--- config.mk ---
export PLATFORM = sky130hd
export DESIGN_NAME = pba_alloc_unit
export DESIGN_NICKNAME = d
export VERILOG_FILES = /design/src/rtl/pba_pkg.sv /design/src/rtl/pba_pick_free.sv /design/src/rtl/pba_popcount.sv /design/src/rtl/pba_shift_queue.sv /design/src/rtl/pba_alloc_unit.sv
export SDC_FILE = /design/constraint.sdc
export NUM_CORES = 1
export LEC_CHECK = 0
export CAP_MARGIN = 20
export CORE_ASPECT_RATIO = 1.5
export CORE_MARGIN = 1.5
export CORE_UTILIZATION = 33
export DETAILED_ROUTE_END_ITERATION = 8
export PLACE_DENSITY_LB_ADDON = 0.25
export SYNTH_ARGS = -nofsm -noshare
export SYNTH_HDL_FRONTEND = slang
export SYNTH_HIERARCHICAL = 1
export SYNTH_SLANG_ARGS = --single-unit
--- constraint.sdc ---
create_clock -name clk -period 2.8 [get_ports clk]
set_input_delay 0.56 -clock clk [delete_from_list [all_inputs] [get_ports clk]]
set_output_delay 0.56 -clock clk [all_outputs]
set_load 0.02 [all_outputs]
--- src/rtl/pba_pkg.sv ---
package pba_pkg;
  typedef enum logic [2:0] {
    CMD_NOP      = 3'd0,
    CMD_TX_ALLOC = 3'd1,
    CMD_RESET    = 3'd2,
    CMD_RX_DROP  = 3'd3,
    CMD_RX_FREE  = 3'd4,
    CMD_FREE_NUM = 3'd5,
    CMD_TX_QUEUE = 3'd6,
    CMD_TX_FLUSH = 3'd7
  } pba_cmd_e;

  // returned in place of a buffer number when nothing is available
  localparam logic [7:0] PBA_NONE = 8'h80;
endpackage

--- src/rtl/pba_pick_free.sv ---
module pba_pick_free #(
  parameter int unsigned NBUF = 4,
  localparam int unsigned IDW = $clog2(NBUF)
) (
  input  logic [NBUF-1:0] busy,
  output logic            found,
  output logic [IDW-1:0]  idx
);
  // priority chain: position i wins if it is free and no lower one is
  logic [NBUF-1:0] lower_free;
  logic [NBUF-1:0] win;

  genvar i;
  generate
    for (i = 0; i < NBUF; i++) begin : g_chain
      if (i == 0) begin : g_first
        assign lower_free[i] = 1'b0;
      end else begin : g_rest
        assign lower_free[i] = lower_free[i-1] | ~busy[i-1];
      end
      assign win[i] = ~busy[i] & ~lower_free[i];
    end
  endgenerate

  always_comb begin
    idx = '0;
    for (int k = 0; k < NBUF; k++) begin
      if (win[k]) idx = IDW'(k);
    end
  end

  assign found = |win;
endmodule

--- src/rtl/pba_popcount.sv ---
module pba_popcount #(
  parameter int unsigned N  = 4,
  parameter int unsigned CW = 3
) (
  input  logic [N-1:0]  bits,
  output logic [CW-1:0] total
);
  always_comb begin
    total = '0;
    for (int k = 0; k < N; k++) begin
      total = total + CW'(bits[k]);
    end
  end
endmodule

--- src/rtl/pba_shift_queue.sv ---
module pba_shift_queue #(
  parameter int unsigned DEPTH = 4,
  parameter int unsigned W     = 2,
  localparam int unsigned CW   = $clog2(DEPTH + 1)
) (
  input  logic         clk,
  input  logic         rst_n,
  input  logic         clear,
  input  logic         push,
  input  logic [W-1:0] push_data,
  input  logic         pop,
  output logic [W-1:0] head,
  output logic         empty
);
  logic [W-1:0]  slot_q [DEPTH];
  logic [W-1:0]  slot_d [DEPTH];
  logic [W-1:0]  moved  [DEPTH];
  logic [CW-1:0] cnt_q, cnt_mid, cnt_d;
  logic          pop_ok, push_ok;

  assign pop_ok  = pop && (cnt_q != '0);
  // fullness is judged before any pop of the same cycle
  assign push_ok = push && (cnt_q != CW'(DEPTH));
  assign cnt_mid = cnt_q - CW'(pop_ok);
  assign cnt_d   = cnt_mid + CW'(push_ok);

  genvar i;
  generate
    for (i = 0; i < DEPTH; i++) begin : g_slot
      if (i == DEPTH - 1) begin : g_tail
        assign moved[i] = pop_ok ? '0 : slot_q[i];
      end else begin : g_body
        assign moved[i] = pop_ok ? slot_q[i+1] : slot_q[i];
      end
      assign slot_d[i] = (push_ok && (cnt_mid == CW'(i))) ? push_data : moved[i];
    end
  endgenerate

  always_ff @(posedge clk or negedge rst_n) begin
    if (!rst_n) begin
      cnt_q <= '0;
      for (int k = 0; k < DEPTH; k++) slot_q[k] <= '0;
    end else if (clear) begin
      cnt_q <= '0;
      for (int k = 0; k < DEPTH; k++) slot_q[k] <= '0;
    end else begin
      cnt_q <= cnt_d;
      for (int k = 0; k < DEPTH; k++) slot_q[k] <= slot_d[k];
    end
  end

  assign head  = slot_q[0];
  assign empty = (cnt_q == '0);
endmodule

--- src/rtl/pba_alloc_unit.sv ---
module pba_alloc_unit
  import pba_pkg::*;
#(
  parameter int unsigned NBUF = 4,
  localparam int unsigned IDW  = $clog2(NBUF),
  localparam int unsigned CNTW = $clog2(NBUF + 1)
) (
  input  logic            clk,
  input  logic            rst_n,
  input  logic            cmd_valid,
  input  logic [2:0]      cmd_code,
  input  logic [IDW-1:0]  pkt_num,
  input  logic            auto_release,
  input  logic            rx_req_valid,
  output logic            rx_req_ready,
  output logic            rx_resp_valid,
  output logic [7:0]      rx_resp_num,
  output logic            txq_valid,
  output logic [IDW-1:0]  txq_num,
  input  logic            txq_ready,
  input  logic            txdone_pop,
  output logic [7:0]      alloc_result,
  output logic [7:0]      rx_head,
  output logic [7:0]      txdone_head,
  output logic [CNTW-1:0] in_use,
  output logic [CNTW-1:0] total_bufs,
  output logic            ev_alloc_done,
  output logic            ev_rx_pending,
  output logic            ev_tx_done,
  output logic            ev_tx_empty
);
  localparam int unsigned PADW = 8 - IDW;

  pba_cmd_e cmd;
  assign cmd = pba_cmd_e'(cmd_code);

  logic do_reset, do_flush, do_alloc, do_drop, do_drop_free, do_free_num, do_queue;
  assign do_reset     = cmd_valid && (cmd == CMD_RESET);
  assign do_flush     = cmd_valid && (cmd == CMD_TX_FLUSH);
  assign do_alloc     = cmd_valid && (cmd == CMD_TX_ALLOC);
  assign do_drop      = cmd_valid && (cmd == CMD_RX_DROP);
  assign do_drop_free = cmd_valid && (cmd == CMD_RX_FREE);
  assign do_free_num  = cmd_valid && (cmd == CMD_FREE_NUM);
  assign do_queue     = cmd_valid && (cmd == CMD_TX_QUEUE);

  logic [NBUF-1:0] bitmap_q, bitmap_d, free_mask, avail;
  logic [7:0]      alloc_q, alloc_d;
  logic            done_q, done_d;
  logic            resp_v_q;
  logic [7:0]      resp_n_q;

  logic            found;
  logic [IDW-1:0]  pick;
  logic [7:0]      pick_code;

  logic [IDW-1:0]  tx_head, dn_head, rx_head_id;
  logic            tx_empty, dn_empty, rx_empty;
  logic            tx_pop, retry, rx_take, grant;

  assign tx_pop = !tx_empty && txq_ready;

  // buffers released this cycle, from any of the three sources
  always_comb begin
    free_mask = '0;
    if (!do_reset) begin
      if (tx_pop && auto_release)      free_mask[tx_head]    = 1'b1;
      if (do_drop_free && !rx_empty)   free_mask[rx_head_id] = 1'b1;
      if (do_free_num)                 free_mask[pkt_num]    = 1'b1;
    end
  end

  assign avail = bitmap_q & ~free_mask;

  pba_pick_free #(.NBUF(NBUF)) u_pick (
    .busy  (avail),
    .found (found),
    .idx   (pick)
  );

  assign pick_code = found ? {{PADW{1'b0}}, pick} : PBA_NONE;

  // a single allocator: host command, then pending retry, then receive
  assign retry        = (alloc_q == PBA_NONE) && (|free_mask) && !do_alloc;
  assign rx_req_ready = !cmd_valid && !retry;
  assign rx_take      = rx_req_valid && rx_req_ready;
  assign grant        = found && (do_alloc || retry || rx_take);

  always_comb begin
    bitmap_d = avail;
    if (grant) bitmap_d[pick] = 1'b1;
    if (do_reset) bitmap_d = '0;
  end

  always_comb begin
    alloc_d = alloc_q;
    done_d  = done_q;
    if (do_reset) begin
      alloc_d = '0;
    end else if (do_alloc) begin
      alloc_d = pick_code;
      done_d  = found;
    end else if (retry) begin
      alloc_d = pick_code;
      done_d  = done_q | found;
    end
  end

  always_ff @(posedge clk or negedge rst_n) begin
    if (!rst_n) begin
      bitmap_q <= '0;
      alloc_q  <= '0;
      done_q   <= 1'b0;
      resp_v_q <= 1'b0;
      resp_n_q <= '0;
    end else begin
      bitmap_q <= bitmap_d;
      alloc_q  <= alloc_d;
      done_q   <= done_d;
      resp_v_q <= rx_take;
      resp_n_q <= rx_take ? pick_code : resp_n_q;
    end
  end

  pba_shift_queue #(.DEPTH(NBUF), .W(IDW)) u_txq (
    .clk       (clk),
    .rst_n     (rst_n),
    .clear     (do_reset || do_flush),
    .push      (do_queue),
    .push_data (pkt_num),
    .pop       (tx_pop),
    .head      (tx_head),
    .empty     (tx_empty)
  );

  pba_shift_queue #(.DEPTH(NBUF), .W(IDW)) u_doneq (
    .clk       (clk),
    .rst_n     (rst_n),
    .clear     (do_reset || do_flush),
    .push      (tx_pop && !auto_release),
    .push_data (tx_head),
    .pop       (txdone_pop),
    .head      (dn_head),
    .empty     (dn_empty)
  );

  pba_shift_queue #(.DEPTH(NBUF), .W(IDW)) u_rxq (
    .clk       (clk),
    .rst_n     (rst_n),
    .clear     (do_reset),
    .push      (rx_take && found),
    .push_data (pick),
    .pop       (do_drop || do_drop_free),
    .head      (rx_head_id),
    .empty     (rx_empty)
  );

  pba_popcount #(.N(NBUF), .CW(CNTW)) u_count (
    .bits  (bitmap_q),
    .total (in_use)
  );

  assign total_bufs    = CNTW'(NBUF);
  assign alloc_result  = alloc_q;
  assign ev_alloc_done = done_q;
  assign rx_resp_valid = resp_v_q;
  assign rx_resp_num   = resp_n_q;
  assign txq_valid     = !tx_empty;
  assign txq_num       = tx_head;
  assign rx_head       = rx_empty ? PBA_NONE : {{PADW{1'b0}}, rx_head_id};
  assign txdone_head   = dn_empty ? PBA_NONE : {{PADW{1'b0}}, dn_head};
  assign ev_rx_pending = !rx_empty;
  assign ev_tx_done    = !dn_empty;
  assign ev_tx_empty   = tx_empty;
endmodule

==> results of run 1 <==
-- cell type report --
| type | instances | share of cell area (%) |
|---|---|---|
| Clock buffer | 7 | 3.203 |
| Clock inverter | 1 | 0.6743 |
| Tap cell | 115 | 3.231 |
| Sequential cell | 45 | 25.34 |
| Multi-Input combinational cell | 247 | 44.42 |
| Inverter | 33 | 2.782 |
| Timing Repair Buffer | 108 | 20.34 |
-- cells in the mapped netlist, types with 3 or more instances --
library cell,n
sky130_fd_sc_hd__a2111oi_0,6
sky130_fd_sc_hd__a211o_1,3
sky130_fd_sc_hd__a211oi_1,30
sky130_fd_sc_hd__a21o_1,7
sky130_fd_sc_hd__a21oi_1,8
sky130_fd_sc_hd__a222oi_1,4
sky130_fd_sc_hd__buf_2,3
sky130_fd_sc_hd__buf_4,25
sky130_fd_sc_hd__buf_6,3
sky130_fd_sc_hd__clkbuf_1,8
sky130_fd_sc_hd__dfrtp_1,45
sky130_fd_sc_hd__ha_1,8
sky130_fd_sc_hd__inv_1,33
sky130_fd_sc_hd__mux2i_1,27
sky130_fd_sc_hd__nand2_1,7
sky130_fd_sc_hd__nand2b_1,8
sky130_fd_sc_hd__nand3_1,3
sky130_fd_sc_hd__nand3b_1,12
sky130_fd_sc_hd__nor2_1,13
sky130_fd_sc_hd__nor2b_1,7
sky130_fd_sc_hd__nor3_1,14
sky130_fd_sc_hd__nor3_2,3
sky130_fd_sc_hd__nor3b_2,3
sky130_fd_sc_hd__o211ai_1,4
sky130_fd_sc_hd__o21a_1,3
sky130_fd_sc_hd__o21ai_0,10
sky130_fd_sc_hd__o21ai_1,3
sky130_fd_sc_hd__o31a_1,3
sky130_fd_sc_hd__o31ai_4,3
sky130_fd_sc_hd__or2_0,3
sky130_fd_sc_hd__or3_1,3
sky130_fd_sc_hd__or3b_1,3
sky130_fd_sc_hd__xor2_1,3
-- final timing paths --
path                                                 start  depth (start not counted)                           to
worst min register to register  rx_resp_num[7]$_DFFE_PN0P_                          1   rx_resp_num[7]$_DFFE_PN0P_
worst max-delay path              u_txq/cnt_q[1]$_DFF_PN0_                          8                 rx_req_ready
worst max register to register    u_txq/cnt_q[1]$_DFF_PN0_                         11     u_rxq/cnt_q[2]$_DFF_PN0_
max in group asynchronous                            rst_n                          2    ev_alloc_done$_DFFE_PN0P_
min in group clk                rx_resp_num[7]$_DFFE_PN0P_                          1   rx_resp_num[7]$_DFFE_PN0P_
worst min-delay path                                 rst_n                          1  alloc_result[0]$_DFFE_PN0P_
-- metrics by stage --
stage	cells	setup WS [ps]	instance area, um2	setup TNS [ps]	hold WS (ps)
detailed placement	538	-721.8	4088	-8436	510.2
floorplan	365	-96.12	3397	-283.1	264.4
finish	556	-127.9	4453	-449.6	298.9
global placement	538	-665.1	4088	-7354	510.8
CTS	550	-148.6	4345	-413.6	322.0
global route	556	-283.1	4453	-2056	364.9
-- timing repair --
| action | CTS | global route |
|---|---|---|
| pin swaps | 11 | 10 |
| resized for setup | 30 | 17 |
| hold buffers | 0 | 0 |
| setup endpoints to repair | 17 | 17 |
| setup buffers | 4 | 7 |
| gates cloned | 0 | 0 |
-- placed cells by master, fill, tap and decap left out, types with 4 or more instances in the layout --
master	n
sky130_fd_sc_hd__mux2i_1	27
sky130_fd_sc_hd__o21ai_1	6
sky130_fd_sc_hd__dlygate4sd2_1	8
sky130_fd_sc_hd__nor2_1	11
sky130_fd_sc_hd__clkbuf_16	5
sky130_fd_sc_hd__a2111oi_0	4
sky130_fd_sc_hd__a211oi_1	26
sky130_fd_sc_hd__a21oi_1	6
sky130_fd_sc_hd__buf_4	68
sky130_fd_sc_hd__a21o_1	7
sky130_fd_sc_hd__buf_6	6
sky130_fd_sc_hd__nor3_1	12
sky130_fd_sc_hd__conb_1	23
sky130_fd_sc_hd__clkdlybuf4s50_1	24
sky130_fd_sc_hd__o21ai_0	6
sky130_fd_sc_hd__a222oi_1	4
sky130_fd_sc_hd__dfrtp_1	43
sky130_fd_sc_hd__nand3b_1	12
sky130_fd_sc_hd__a211oi_2	4
sky130_fd_sc_hd__nor2b_1	5
sky130_fd_sc_hd__nor3b_2	4
sky130_fd_sc_hd__ha_1	8
sky130_fd_sc_hd__nand2_1	6
sky130_fd_sc_hd__o211ai_1	4
sky130_fd_sc_hd__inv_1	32
sky130_fd_sc_hd__nand2b_1	7
-- power breakdown --
part | internal, mW | total (mW) | switching, mW
logic | 1.27 | 2.62 | 1.34
registers | 0.884 | 1.07 | 0.188
clock network | 0.446 | 0.684 | 0.238
-- worst max-delay path: cells and delay by family (launching register included) --
family                 cells  cell delay [ps]
AND/OR/NAND/NOR            6             1090
AO/OA/AOI/OAI              1              460
flip-flops                 1              420
buffers and inverters      1              110
-- registers in the layout, indices dropped and copies added (netlist names) --
register	count
bitmap_q	4
ev_alloc_done	1
u_txq/cnt_q	3
u_doneq/head	2
u_doneq/cnt_q	3
u_doneq/slot_q	6
u_txq/slot_q	6
u_rxq/cnt_q	3
rx_resp_valid	1
u_rxq/slot_q	6
alloc_result	3
rx_resp_num	3
u_rxq/head	2
u_txq/head	2
-- cells by family (layout without fill, tap and decap cells) --
group / after synthesis / after routing
flops: 45 / 45
mux: 28 / 28
fa+ha+maj: 9 / 9
other cells: 2 / 23
simple gates: 93 / 93
xor+xnor: 4 / 4
buf+inv: 73 / 149
compound gates: 90 / 90
-- layer usage --
layer / routed length, um / GRT usage (%) / vias to the layer above
li1: - / - / 1404
met1: 3152 / 17.81 / 1368
met2: 4079 / 27.39 / 59
met3: 258 / 2.376 / 10
met4: 163 / 6.641 / 0
met5: 0 / 0 / -
==> results.md, run 1 <==
* Num CTS Buffers at 5
* Average wire per standard cell at approximately 14 um
* Grt total ovfl at 0
* Core outline area at approximately 9700 um2
* First-pass detailed-route iteration total at 4
* Post-synthesis simple-gate area fraction at a little under a fifth
* Placed wire-length estimate at between 5000 and 6000 um
* Dominant cell type by area after synthesis: sky130_fd_sc_hd__dfrtp_1
* TritonCTS clock tree: done
* Synth area leaders: sky130_fd_sc_hd__dfrtp_1 34%, sky130_fd_sc_hd__mux2i_1 8.2%, sky130_fd_sc_hd__a211oi_1 6.9%
* Max IR drop VDD at around 0.00055 V
* Reg clk slew, reported paths at approximately 60 ps
* Final number of max-transition violations at 0
* Final period utilization at 104.6%
* Multiplexer share of the synthesized area at around 8.7%
* Share of Yosys cell area claimed by the top area cell type at between 30% and 40%
* Count of nets after finishing at 461
* Leading register cell type out of synthesis: sky130_fd_sc_hd__dfrtp_1
* Unrepaired setup endpoints after global routing: true
* Max Clock Skew at 3.717 ps
* Power Total at approximately 4.4 mW
* Syn Inst Count at between 300 and 400
* Max-Cap Viols at 0
* Number of sinks driven by the clock tree at 45
* Post-synthesis share of cell area spent on full adders, half adders and majority gates at 3.664%
* Core Rows at 44
* Insertion delay to the later sink of the worst-skew pair at slightly below 300 ps
* Total die area at around 11000 um2
* DRC violation count after routing at 0
* Min cycle time layout at between 2000 and 3000 ps
* Crit path DAT at between 2000 and 2500 ps
* Register area at roughly 1100 um2
* Max-slew headroom at the worst pin at between 50% and 60%
* Cell occurring most often along the worst timing path: sky130_fd_sc_hd__nor2b_4
* Top fanout value on the critical path at 4
* Vertical die dimension at about 130 um
* Synthesized-area fraction occupied by ao, oa, aoi and oai cells at between 20% and 30%
* GRT Total Usage at approximately 15%
* Total of flip-flops plus latches after synthesis at 45
* Area of the multi-input gates at between 1500 and 2000 um2
* Aggregate routed wire length at 7654 um
* Critical Path Sink Type: output pin
* Fraction of final layout cells sized beyond drive strength 1 at 28.12%
* Worst setup path class: flip-flop to output pin
* Initial Utilization at ~34%
* CTS max path bufs at 2
* Asr flop ratio synth at between 90% and 100%
* Worst Setup Start Kind: flip-flop
* Cell chain of the critical path: nor3_4 -> nor2b_4 -> and3b_1 -> a222oi_1 -> and4_1 -> nand2b_4 -> nor2b_4 -> buf_6
* Number of synthesized flops with an enable pin at 0
* Number of hold-slack violations in the final timing report at 0
* FF-to-FF setup slack at -120 ps
* Number of warnings issued by yosys at 6
* Type of the most critical hold path: input port to async pin
* Filler cell count in the final layout at 941
* Area share of xor/xnor cells in the synthesized design at about 1.1%
* Status: finished with violations
* Area growth from synthesis to final layout at 35.84%
* Dominant combinational cell family by area after synthesis: compound AO/OA/AOI/OAI gates
* Netlist Area Pre-Place at between 3000 and 4000 um2
* Cell at the slowest stage of the critical path: sky130_fd_sc_hd__a222oi_1
* Setup ws final at -127.9 ps
* Maximum number of pins on one net before global-route repair at 30
* Sequential-to-total area share from yosys stat at approximately a third
* Overall die width at between 80 and 90 um
* Utilization after layout at between 40% and 50%
* Detailed Route Iter0 Violations at 160
* First-pass GRT wire length at around 13000 um
* Endpoints failing setup at 5
* Number of global-route vias before repair at about 2900
* Measured slew at the worst slew-check pin at between 700 and 800 ps
* Buffers on Ports at 35
* Power per cell area at between 900 and 1000 nW/um2
* Static Leak at about 2.1 nW
* Via count at 2841
* Data required time at the worst endpoint at 2240 ps
* Number of ports placed on the die boundary at between 50 and 60
* Unique masters post-synth at 56
* FMAX at 0.3415 GHz
* Drt via density at 5.110
* Final weighted congestion in routability-driven placement at 0.8175
* Avg Inst Size Synth at 9.529 um2
* Antenna diodes at 0
* CP max stage delay at about 460 ps
* CTS Root Cell: sky130_fd_sc_hd__clkbuf_16
* H-tree levels at 2
* Failing checks: negative setup slack
* Initial antenna violation count at 0
* Number of nets with antenna violations after routing at 0
(Power assumes the default switching activity.)
==> run 2, diff against run 1 <==
--- a/config.mk
+++ b/config.mk
@@ -8,7 +8,7 @@
 export CAP_MARGIN = 20
 export CORE_ASPECT_RATIO = 1.5
 export CORE_MARGIN = 1.5
-export CORE_UTILIZATION = 33
+export CORE_UTILIZATION = 48
 export DETAILED_ROUTE_END_ITERATION = 8
 export PLACE_DENSITY_LB_ADDON = 0.25
 export SYNTH_ARGS = -nofsm -noshare
==> run 2 against run 1 <==
The run still ends with negative setup slack left. Critical path depth is the same. Global-route usage grew 6.5 points. Setup slack lost 94 ps. Sequential power is essentially flat. Largest cell class unchanged.
==> results.md, run 2 (synthesis results as in run 1) <==
* Status: finished with violations
* Failing checks: negative setup slack
* Insertion delay to the later sink of the worst-skew pair at between 300 and 400 ps
* Worst setup path class: flip-flop to output pin
* Critical Path Sink Type: output pin
* Number of nets with antenna violations after routing at 0
* Max-Cap Viols at 0
* Number of sinks driven by the clock tree at 45
* Area growth from synthesis to final layout at 34.81%
* Maximum number of pins on one net before global-route repair at 27
* Finished Cell Area at 4419 um2
* Crit path DAT at 2460 ps
* Final number of max-transition violations at 0
* Total die area at around 7300 um2
* FMAX at 0.3309 GHz
* Detailed Route Iter0 Violations at approximately 180
* Worst Setup Start Kind: flip-flop
* Final weighted congestion in routability-driven placement at 0.8643
* Max Clock Skew at ~7.8 ps
* DRC violation count after routing at 0
* Dpl cell area at just over 4000 um2
* Aggregate routed wire length at approximately 7900 um
* Regs by FF count: u_doneq/slot_q (6), u_rxq/slot_q (6), u_txq/slot_q (6)
* CTS max path bufs at 2
* Initial Utilization at 50.19%
* Overall die width at ~70 um
* Number of hold-slack violations in the final timing report at 0
* Number of ports placed on the die boundary at about 60
* Worst setup timing slack at the placement stage at -724.7 ps
* TritonCTS clock tree: done
* Utilization after layout at 67.66%
* Initial antenna violation count at 0
* Power per cell area at 959.3 nW/um2
* Num CTS Buffers at 5
* Final period utilization at 107.9%
* Via count at between 2000 and 3000
* Worst reg2reg path depth at 11
* Top fanout value on the critical path at 4
* Static Leak at 2.075 nW
* CTS Root Cell: sky130_fd_sc_hd__clkbuf_8
* Grt total ovfl at 0
* Reg clk slew, reported paths at 90 ps
* H-tree levels at 2
* Average wire per standard cell at about 15 um
* Finished Layout Cells at around 520
* Data required time at the worst endpoint at roughly 2200 ps
* Vertical die dimension at between 100 and 150 um
* Drt via density at approximately 5.5
* Measured slew at the worst slew-check pin at 706.4 ps
* First-pass detailed-route iteration total at 4
* Worst R2R End: u_rxq/cnt_q[2]$_DFF_PN0_
* Power Total at around 4.2 mW
* Max-slew headroom at the worst pin at 52.70%
* Core Rows at 36
* Number of global-route vias before repair at around 2900
* DP Cell Count at 500
* Core outline area at ~6500 um2
* Type of the most critical hold path: input port to async pin
* GRT Total Usage at 21.77%
* Endpoints failing setup at 11
* First-pass GRT wire length at between 10000 and 15000 um
* Setup ws final at -221.9 ps
* Antenna diodes at 0
* FF-to-FF setup slack at -200 ps
* Count of nets after finishing at 467
* Startpoint of the lowest-slack register-to-register path: u_txq/cnt_q[0]$_DFF_PN0_
* Buffers on Ports at 35
* Min cycle time layout at 3022 ps
* Leading cell types in the layout, fill and taps excluded: 77 x sky130_fd_sc_hd__buf_4, 43 x sky130_fd_sc_hd__dfrtp_1, 29 x sky130_fd_sc_hd__inv_1
* Number of buffers added to fix hold violations after cts at 0
* Tightest hold margin at 168.9 ps
* Setup total negative slack at -990.8 ps
* Unrepaired setup endpoints after global routing: true
* Fraction of final layout cells sized beyond drive strength 1 at around 31%
* Max IR drop VDD at between 0.0005 and 0.0006 V
* Placed wire-length estimate at between 5000 and 6000 um
* Most frequent standard cell in the layout excluding fill and tap cells: sky130_fd_sc_hd__buf_4
==> run 2: cell types whose count changed in the layout (fill, tap and decap cells not counted), sizes merged <==
cell           previous run  this run
buf                      75        81
clkdlybuf4s15             0         1
dlymetal6s2s              1         3
clkinvlp                  0         1
dlygate4sd2               8         4
==> run 2: worst max-delay path by stage <==
stage,slack (ps),startpoint,endpoint,cells past startpoint
after floorplan,-100,u_txq/cnt_q[0]$_DFF_PN0_,u_rxq/slot_q[0]$_DFFE_PN0P_,10
after detailed placement,-720,cmd_code[2],u_rxq/slot_q[1]$_DFFE_PN0P_,13
after CTS,-200,u_txq/cnt_q[1]$_DFF_PN0_,rx_req_ready,8
final,-220,u_txq/cnt_q[0]$_DFF_PN0_,rx_req_ready,8
after global routing,-390,u_txq/cnt_q[0]$_DFF_PN0_,rx_req_ready,8
after global placement,-610,txq_ready,rx_req_ready,8
==> run 2: where the power goes <==
group	internal [mW]	switching (mW)
Clock	0.290	0.239
Combinational	1.27	1.36
Sequential	0.882	0.203
Total	2.44	1.80
==> run 2: critical path, stage by stage (launching register included) <==
cell and delay (ps):
sky130_fd_sc_hd__dfrtp_2 430, sky130_fd_sc_hd__nor3_4 230, sky130_fd_sc_hd__nor2b_4 70, sky130_fd_sc_hd__and3b_2 220, sky130_fd_sc_hd__a222oi_1 450, sky130_fd_sc_hd__and4_2 330, sky130_fd_sc_hd__nand2b_4 140, sky130_fd_sc_hd__nor2b_4 140
sky130_fd_sc_hd__buf_6 120
==> run 2: metal layers <==
metal,routed length [um],vias to the layer above,track usage (%),part of all wire [%]
met5,0,-,0,0
met4,151,0,7.830,1.9
met3,293,13,3.391,3.7
met2,4336,65,39.96,55
met1,3118,1382,24.92,39
li1,-,1415,-,-
==> run 2: repair_timing <==
action,in CTS,in global routing
cloned,0,0
setup endpoints to repair,19,19
buffers inserted,8,8
resized for setup,27,29
pin swaps,15,17
==> run 2: area by class of cell <==
class / count / area, um2
flip-flops and latches: 45 / 1129
multi-input cells: 247 / 2004
clock buffers: 6 / 82.58
fillers: 540 / 2112
repair buffers: 114 / 944.7
well taps: 76 / 95.09
clock inverters: 2 / 37.54
inverters: 33 / 126.4
